===== config.mk =====
export PLATFORM = sky130hd
export DESIGN_NAME = pwl_load_ctrl
export DESIGN_NICKNAME = d
export VERILOG_FILES = /design/src/rtl/pwl_pkg.sv /design/src/rtl/pwl_strobe_edge.sv /design/src/rtl/pwl_window_timers.sv /design/src/rtl/pwl_page_buffer.sv /design/src/rtl/pwl_load_ctrl.sv
export SDC_FILE = /design/constraint.sdc
export NUM_CORES = 1
export LEC_CHECK = 0
export ABC_AREA = 1
export BUFFER_PORTS_ARGS = -buffer_cell sky130_fd_sc_hd__clkbuf_2
export CAP_MARGIN = 20
export CELL_PAD_IN_SITES_DETAIL_PLACEMENT = 1
export CELL_PAD_IN_SITES_GLOBAL_PLACEMENT = 1
export CORE_AREA = 5 5 282 491
export DETAILED_ROUTE_END_ITERATION = 16
export DIE_AREA = 0 0 287 496
export GPL_TIMING_DRIVEN = 0
export PLACE_DENSITY = 0.63
export SKIP_CTS_REPAIR_TIMING = 1
export SYNTH_ARGS = -nofsm -noshare
export SYNTH_HDL_FRONTEND = slang
export SYNTH_SLANG_ARGS = --single-unit

===== constraint.sdc =====
create_clock -name clk -period 9.3 [get_ports clk]
set_input_delay 2.79 -clock clk [delete_from_list [all_inputs] [get_ports clk]]
set_output_delay 2.79 -clock clk [all_outputs]
set_load 0.005 [all_outputs]

===== src/rtl/pwl_pkg.sv =====
package pwl_pkg;

  // Widest mask the counting helper accepts (one bit per buffer slot).
  localparam int MASK_MAX = 1024;

  typedef enum logic [1:0] {
    WIN_IDLE = 2'd0,
    WIN_LOAD = 2'd1,
    WIN_BUSY = 2'd2
  } win_state_t;

  // Number of set bits in a mask, zero-extended to MASK_MAX.
  function automatic int unsigned count_set(input logic [MASK_MAX-1:0] v);
    int unsigned n;
    n = 0;
    for (int i = 0; i < MASK_MAX; i++) n += int'(v[i]);
    return n;
  endfunction

  // Bits needed to hold values 0..maxval.
  function automatic int unsigned width_for(input int unsigned maxval);
    int unsigned w;
    w = $clog2(maxval + 1);
    return (w < 1) ? 1 : w;
  endfunction

endpackage


===== src/rtl/pwl_strobe_edge.sv =====
module pwl_strobe_edge (
  input  logic clk,
  input  logic rst_n,
  input  logic ce_n,
  input  logic we_n,
  output logic strobe_hi,
  output logic fall,
  output logic rise
);
  logic strobe_d1;

  // The write strobe is inactive while either enable is high.
  assign strobe_hi = ce_n | we_n;

  always_ff @(posedge clk) begin
    if (!rst_n) strobe_d1 <= 1'b1;
    else        strobe_d1 <= strobe_hi;
  end

  assign fall = strobe_d1 & ~strobe_hi;
  assign rise = ~strobe_d1 & strobe_hi;
endmodule


===== src/rtl/pwl_window_timers.sv =====
module pwl_window_timers
  import pwl_pkg::*;
#(
  parameter int REARM_CYC   = 1500,
  parameter int SILENCE_CYC = 5000,
  parameter int BUSY_CYC    = 750000
) (
  input  logic clk,
  input  logic rst_n,
  input  logic strobe_hi,
  input  logic fall_ok,
  input  logic busy_start,
  input  logic busy,
  output logic late,
  output logic silent_done,
  output logic busy_done
);
  localparam int RW = width_for(REARM_CYC + 1);
  localparam int SW = width_for(SILENCE_CYC);
  localparam int BW = width_for(BUSY_CYC);
  localparam logic [RW-1:0] REARM_LIM = RW'(REARM_CYC);
  localparam logic [SW-1:0] SIL_LAST  = SW'(SILENCE_CYC - 1);
  localparam logic [BW-1:0] BUSY_LAST = BW'(BUSY_CYC - 1);

  logic [RW-1:0] rearm_cnt;
  logic [SW-1:0] sil_cnt;
  logic [BW-1:0] busy_cnt;

  // Cycles since the last accepted falling edge, saturating past the limit.
  always_ff @(posedge clk) begin
    if (!rst_n)                      rearm_cnt <= '0;
    else if (fall_ok)                rearm_cnt <= RW'(1);
    else if (rearm_cnt <= REARM_LIM) rearm_cnt <= rearm_cnt + RW'(1);
  end
  assign late = (rearm_cnt > REARM_LIM);

  // Consecutive cycles with the strobe high.
  always_ff @(posedge clk) begin
    if (!rst_n)               sil_cnt <= '0;
    else if (!strobe_hi)      sil_cnt <= '0;
    else if (sil_cnt != SIL_LAST) sil_cnt <= sil_cnt + SW'(1);
  end
  assign silent_done = strobe_hi && (sil_cnt == SIL_LAST);

  // Program-time counter.
  always_ff @(posedge clk) begin
    if (!rst_n)          busy_cnt <= '0;
    else if (busy_start) busy_cnt <= '0;
    else if (busy)       busy_cnt <= busy_cnt + BW'(1);
  end
  assign busy_done = busy && (busy_cnt == BUSY_LAST);
endmodule


===== src/rtl/pwl_page_buffer.sv =====
module pwl_page_buffer #(
  parameter  int OFF_W  = 7,
  parameter  int DATA_W = 8,
  localparam int DEPTH  = 1 << OFF_W
) (
  input  logic              clk,
  input  logic              rst_n,
  input  logic              clr,
  input  logic              wr,
  input  logic [OFF_W-1:0]  wr_idx,
  input  logic [DATA_W-1:0] wr_data,
  input  logic [OFF_W-1:0]  rd_idx,
  output logic [DATA_W-1:0] rd_data,
  output logic              rd_valid,
  output logic [DEPTH-1:0]  mask
);
  logic [DEPTH-1:0][DATA_W-1:0] cells;
  logic [DEPTH-1:0]             wr_vec;

  // One write-enable per slot.
  for (genvar i = 0; i < DEPTH; i++) begin : g_slot
    assign wr_vec[i] = wr && (wr_idx == OFF_W'(i));
  end

  // Storage has no reset; the mask tells which slots are meaningful.
  always_ff @(posedge clk) begin
    for (int i = 0; i < DEPTH; i++)
      if (wr_vec[i]) cells[i] <= wr_data;
  end

  always_ff @(posedge clk) begin
    if (!rst_n || clr) mask <= '0;
    else               mask <= mask | wr_vec;
  end

  // Unloaded slots read back as the erased value, all ones.
  assign rd_valid = mask[rd_idx];
  assign rd_data  = rd_valid ? cells[rd_idx] : {DATA_W{1'b1}};
endmodule


===== src/rtl/pwl_load_ctrl.sv =====
module pwl_load_ctrl
  import pwl_pkg::*;
#(
  parameter  int ADDR_W      = 17,
  parameter  int OFF_W       = 7,
  parameter  int DATA_W      = 8,
  parameter  int REARM_CYC   = 1500,
  parameter  int SILENCE_CYC = 5000,
  parameter  int BUSY_CYC    = 750000,
  localparam int PAGE_W      = ADDR_W - OFF_W,
  localparam int DEPTH       = 1 << OFF_W,
  localparam int CNT_W       = OFF_W + 1
) (
  input  logic              clk,
  input  logic              rst_n,
  input  logic              ce_n,
  input  logic              we_n,
  input  logic [ADDR_W-1:0] addr,
  input  logic [DATA_W-1:0] din,
  input  logic [OFF_W-1:0]  rd_idx,
  output logic [DATA_W-1:0] rd_data,
  output logic              rd_valid,
  output logic              loading,
  output logic              busy,
  output logic              commit_pulse,
  output logic [PAGE_W-1:0] commit_page,
  output logic [CNT_W-1:0]  commit_count,
  output logic              page_err,
  output logic              late_err
);
  function automatic logic [PAGE_W-1:0] page_of(input logic [ADDR_W-1:0] a);
    return a[ADDR_W-1:OFF_W];
  endfunction

  function automatic logic [OFF_W-1:0] off_of(input logic [ADDR_W-1:0] a);
    return a[OFF_W-1:0];
  endfunction

  win_state_t        st;
  logic [OFF_W-1:0]  off_q;
  logic              ld_pend;
  logic [DEPTH-1:0]  mask;

  logic strobe_hi, ev_fall, ev_rise;
  logic late, silent_done, busy_done;

  // Named internal events.
  logic ev_open, ev_accept, ev_reject_late, ev_reject_page, ev_commit, ev_write;

  pwl_strobe_edge u_edge (
    .clk(clk), .rst_n(rst_n), .ce_n(ce_n), .we_n(we_n),
    .strobe_hi(strobe_hi), .fall(ev_fall), .rise(ev_rise)
  );

  assign ev_open        = (st == WIN_IDLE) && ev_fall;
  assign ev_reject_late = (st == WIN_LOAD) && ev_fall && late;
  assign ev_reject_page = (st == WIN_LOAD) && ev_fall && !late &&
                          (page_of(addr) != commit_page);
  assign ev_accept      = (st == WIN_LOAD) && ev_fall && !late &&
                          (page_of(addr) == commit_page);
  assign ev_commit      = (st == WIN_LOAD) && !ev_fall && silent_done;
  assign ev_write       = (st == WIN_LOAD) && ev_rise && ld_pend;

  pwl_window_timers #(
    .REARM_CYC(REARM_CYC), .SILENCE_CYC(SILENCE_CYC), .BUSY_CYC(BUSY_CYC)
  ) u_tmr (
    .clk(clk), .rst_n(rst_n), .strobe_hi(strobe_hi),
    .fall_ok(ev_open | ev_accept), .busy_start(ev_commit),
    .busy(busy), .late(late), .silent_done(silent_done), .busy_done(busy_done)
  );

  pwl_page_buffer #(.OFF_W(OFF_W), .DATA_W(DATA_W)) u_buf (
    .clk(clk), .rst_n(rst_n), .clr(ev_open), .wr(ev_write),
    .wr_idx(off_q), .wr_data(din), .rd_idx(rd_idx),
    .rd_data(rd_data), .rd_valid(rd_valid), .mask(mask)
  );

  always_ff @(posedge clk) begin
    if (!rst_n) begin
      st           <= WIN_IDLE;
      commit_page  <= '0;
      off_q        <= '0;
      ld_pend      <= 1'b0;
      page_err     <= 1'b0;
      late_err     <= 1'b0;
      commit_pulse <= 1'b0;
    end else begin
      commit_pulse <= 1'b0;
      unique case (st)
        WIN_IDLE: begin
          if (ev_open) begin
            st          <= WIN_LOAD;
            commit_page <= page_of(addr);
            off_q       <= off_of(addr);
            ld_pend     <= 1'b1;
            page_err    <= 1'b0;
            late_err    <= 1'b0;
          end
        end
        WIN_LOAD: begin
          if (ev_reject_late) late_err <= 1'b1;
          if (ev_reject_page) page_err <= 1'b1;
          if (ev_accept) begin
            off_q   <= off_of(addr);
            ld_pend <= 1'b1;
          end else if (ev_write) begin
            ld_pend <= 1'b0;
          end
          if (ev_commit) begin
            st           <= WIN_BUSY;
            commit_pulse <= 1'b1;
          end
        end
        WIN_BUSY: begin
          ld_pend <= 1'b0;
          if (busy_done) st <= WIN_IDLE;
        end
        default: st <= WIN_IDLE;
      endcase
    end
  end

  assign loading      = (st == WIN_LOAD);
  assign busy         = (st == WIN_BUSY);
  assign commit_count = CNT_W'(count_set(MASK_MAX'(mask)));
endmodule


==> results.ini <==
[worst_setup_path]
path_buf_inv=8
r2r-start=off_q[6]
cp_slowest_cell=fa_2
path_common_cell=fa_1
crit_type=register to primary output
cp_data_required_time_ns=6.51
crit_family=adder cells
cp_max_fo=3
r2r_slack_ns=6.09
r2r_cells=5
rr_endpoint=u_buf.cells[794]
worstSetupEndpointType=primary output
startpoint_type=register
arrival_ns=7.72
max_stage_delay_ns=0.57

[sta]
max_slew_margin=0.273
worst_slack_ns=-1.21
drv_slew=0
setup_viol=8
fmax_mhz=95.1
fin_worst_skew_ns=0.0441
rsz0062_at_grt=yes
hold_viol=0
min_period_ns=10.51
worst_slew_pin_slew_ns=1.09
finalCritPeriodShare=1.13

[final_layout]
fin_nets=5572
syn_to_final_growth_pct=17.2
drive_gt1_frac=0.123
fin_cells=7292

[clock_network]
path_clk_slew_ns=0.07
cts_max_path_buffers=3
cts_buffers=110
cts_root_buf=clkbuf_16
clkLatencyLatePin_ns=0.77
cts_sinks=1220
cts_tree=done
h-tree-depth=3

[power]
powerDensity_mw_per_mm2=190
cellLeakagePower_nw=23.1
ir_drop_uv=149
total_power_mw=11.9

[hold_path]
hold_depth=2
hold_path_class=register to register
holdCritStartpoint=late_err
holdPathEnd=late_err

[global_routing]
groute.usage.overall=0.321
antenna_found_initial=5
grt_max_degree=125
grt_pass1_vias=42300
grt_pass1_wl_um=318000
grt_overflow=0

[yosys]
seq_area_frac_synth=0.651
syn_area_mm2=0.0533
ys_warn_count=0
synth_edf_count=1024
synth_area_leaders=edfxtp_1 (58%), nand2_1 (11%), nand3_1 (9.6%), dfxtp_1 (7.4%), fa_1 (4.3%)
synth_top_area_share=0.577
netlist-cell-type-count=41
yosys_most_used_dff=edfxtp_1
async_flop_share=0
synth_largest_area_cell=edfxtp_1
post-synth-top-count-cell=nand2_1
synthTopCellsByCount=nand2_1 (1516), nand3_1 (1027), edfxtp_1 (1024), nor2_1 (464), inv_1 (260)
synth_nets=5277
synth_cells=5097
ys_seq_elements=1220
avgSynthCellArea_um2=10.5

[die]
die_x_um=287
die_h_um=496
rows=178
dieArea_mm2=0.142
start_util=0.398
core_area_mm2=0.134
pin_count=68

[outcome]
violations=setup timing
outcome=finished with violations

[route]
dr.pass1.iters=7
initialDrtViolationCount=3850
wirelength_um=232000
ant_nets=0
wl_per_cell_um=31.9
via_per_inst=5.64
drc=0
routed-via-count=41100

[placement]
place.detailed.hpwl_um=174000
routabilityCongestion=0.954
portBuffers=61
dp.cells=7080

[flow_run]
maxCapViolCount=0

[metal layers]
| metal | up-vias | global-route usage | share of wire |
|---|---|---|---|
| met2 | 1764 | 0.560 | 0.49 |
| met3 | 748 | 0.0490 | 0.058 |
| met1 | 20900 | 0.327 | 0.33 |
| li1 | 17800 | - | - |
| met5 | - | 0 | 0 |
| met4 | 0 | 0.299 | 0.12 |
[power breakdown]
| group | total (mW) | leakage [nW] | switching (mW) | internal, mW |
|---|---|---|---|---|
| combinational | 0.852 | 10.3 | 0.666 | 0.186 |
| sequential | 5.93 | 10.8 | 0.00719 | 5.92 |
| clock | 5.11 | 1.98 | 2.21 | 2.90 |
| total | 11.9 | 23.1 | 2.89 | 9.00 |
[tightest hold or removal path, stage by stage (launching register included)]
cell and delay (ns):
dfxtp_1 0.31, inv_1 0.05, a21oi_1 0.05
[worst max-delay path by stage]
| stage | from | to | slack, ns | cells after the start |
|---|---|---|---|---|
| 6_report | u_buf.mask[35] | commit_count[6] | -1.21 | 25 |
| 5_1_grt | u_buf.mask[35] | commit_count[6] | -1.45 | 25 |
| 4_1_cts | u_buf.mask[35] | commit_count[6] | -1.53 | 25 |
| 3_5_place_dp | u_buf.mask[121] | commit_count[6] | -0.68 | 25 |
| 3_3_place_gp | u_buf.mask[119] | commit_count[6] | -0.61 | 25 |
| 2_1_floorplan | u_buf.mask[59] | commit_count[6] | 0.003 | 24 |
[through the flow]
step | cell area, µm² | setup slack (ns) | TNS, ns | hold WS, ns | util
after floorplan | 53300 | 0.00294 | 0 | 0.439 | -
after global placement | 55900 | -0.611 | -2.46 | 0.439 | 0.417
after detailed placement | 58300 | -0.681 | -3.03 | 0.452 | 0.435
after CTS | 62300 | -1.53 | -9.51 | 0.466 | 0.465
after global routing | 62400 | -1.45 | -9.09 | 0.481 | 0.466
final | 62400 | -1.21 | -7.31 | 0.459 | 0.466
[cells in the final DEF, fill, tap and decap left out, types with 109 or more instances in the layout]
master and count:
nand2_1 1515, nand3_1 1027, edfxtp_1 1024, nor2_1 356
inv_1 252, dfxtp_1 186, clkbuf_16 123, buf_2 120
clkbuf_1 110, nor2_2 109
[logic make-up (layout without fill, tap and decap cells)]
kind of cell               count (synthesis)  count (layout)  synth area share
adders and majority gates                144             144            0.0500
other                                      0               5                 0
AOI/OAI and AO/OA                         83              83           0.00829
DFF                                     1220            1220             0.651
and+or+nand+nor                         3073            3073             0.244
buffers and inverters                    549             939            0.0424
xor gates and xnor gates                  28              28           0.00460
[layout make-up]
cell class / instances / area (µm²)
Clock inverter: 70 / 850
Buffer: 279 / 1250
Multi-Input combinational cell: 3328 / 16700
Timing Repair Buffer: 183 / 2480
Sequential cell: 1220 / 34700
Fill cell: 14800 / 71600
Antenna cell: 5 / 12.5
Tap cell: 1800 / 2250
Inverter: 270 / 1010
Clock buffer: 137 / 3190
[sequential cells by signal, indices dropped and copies added, names as in the netlist]
register,flops
u_tmr.busy_cnt,20
commit_page,10
commit_pulse,1
u_buf.mask,128
st,2
u_tmr.sil_cnt,13
u_tmr.rearm_cnt,11
late_err,1
page_err,1
u_buf.cells,1024
ld_pend,1
off_q,7
u_edge.strobe_d1,1
(Power assumes the default switching activity.)
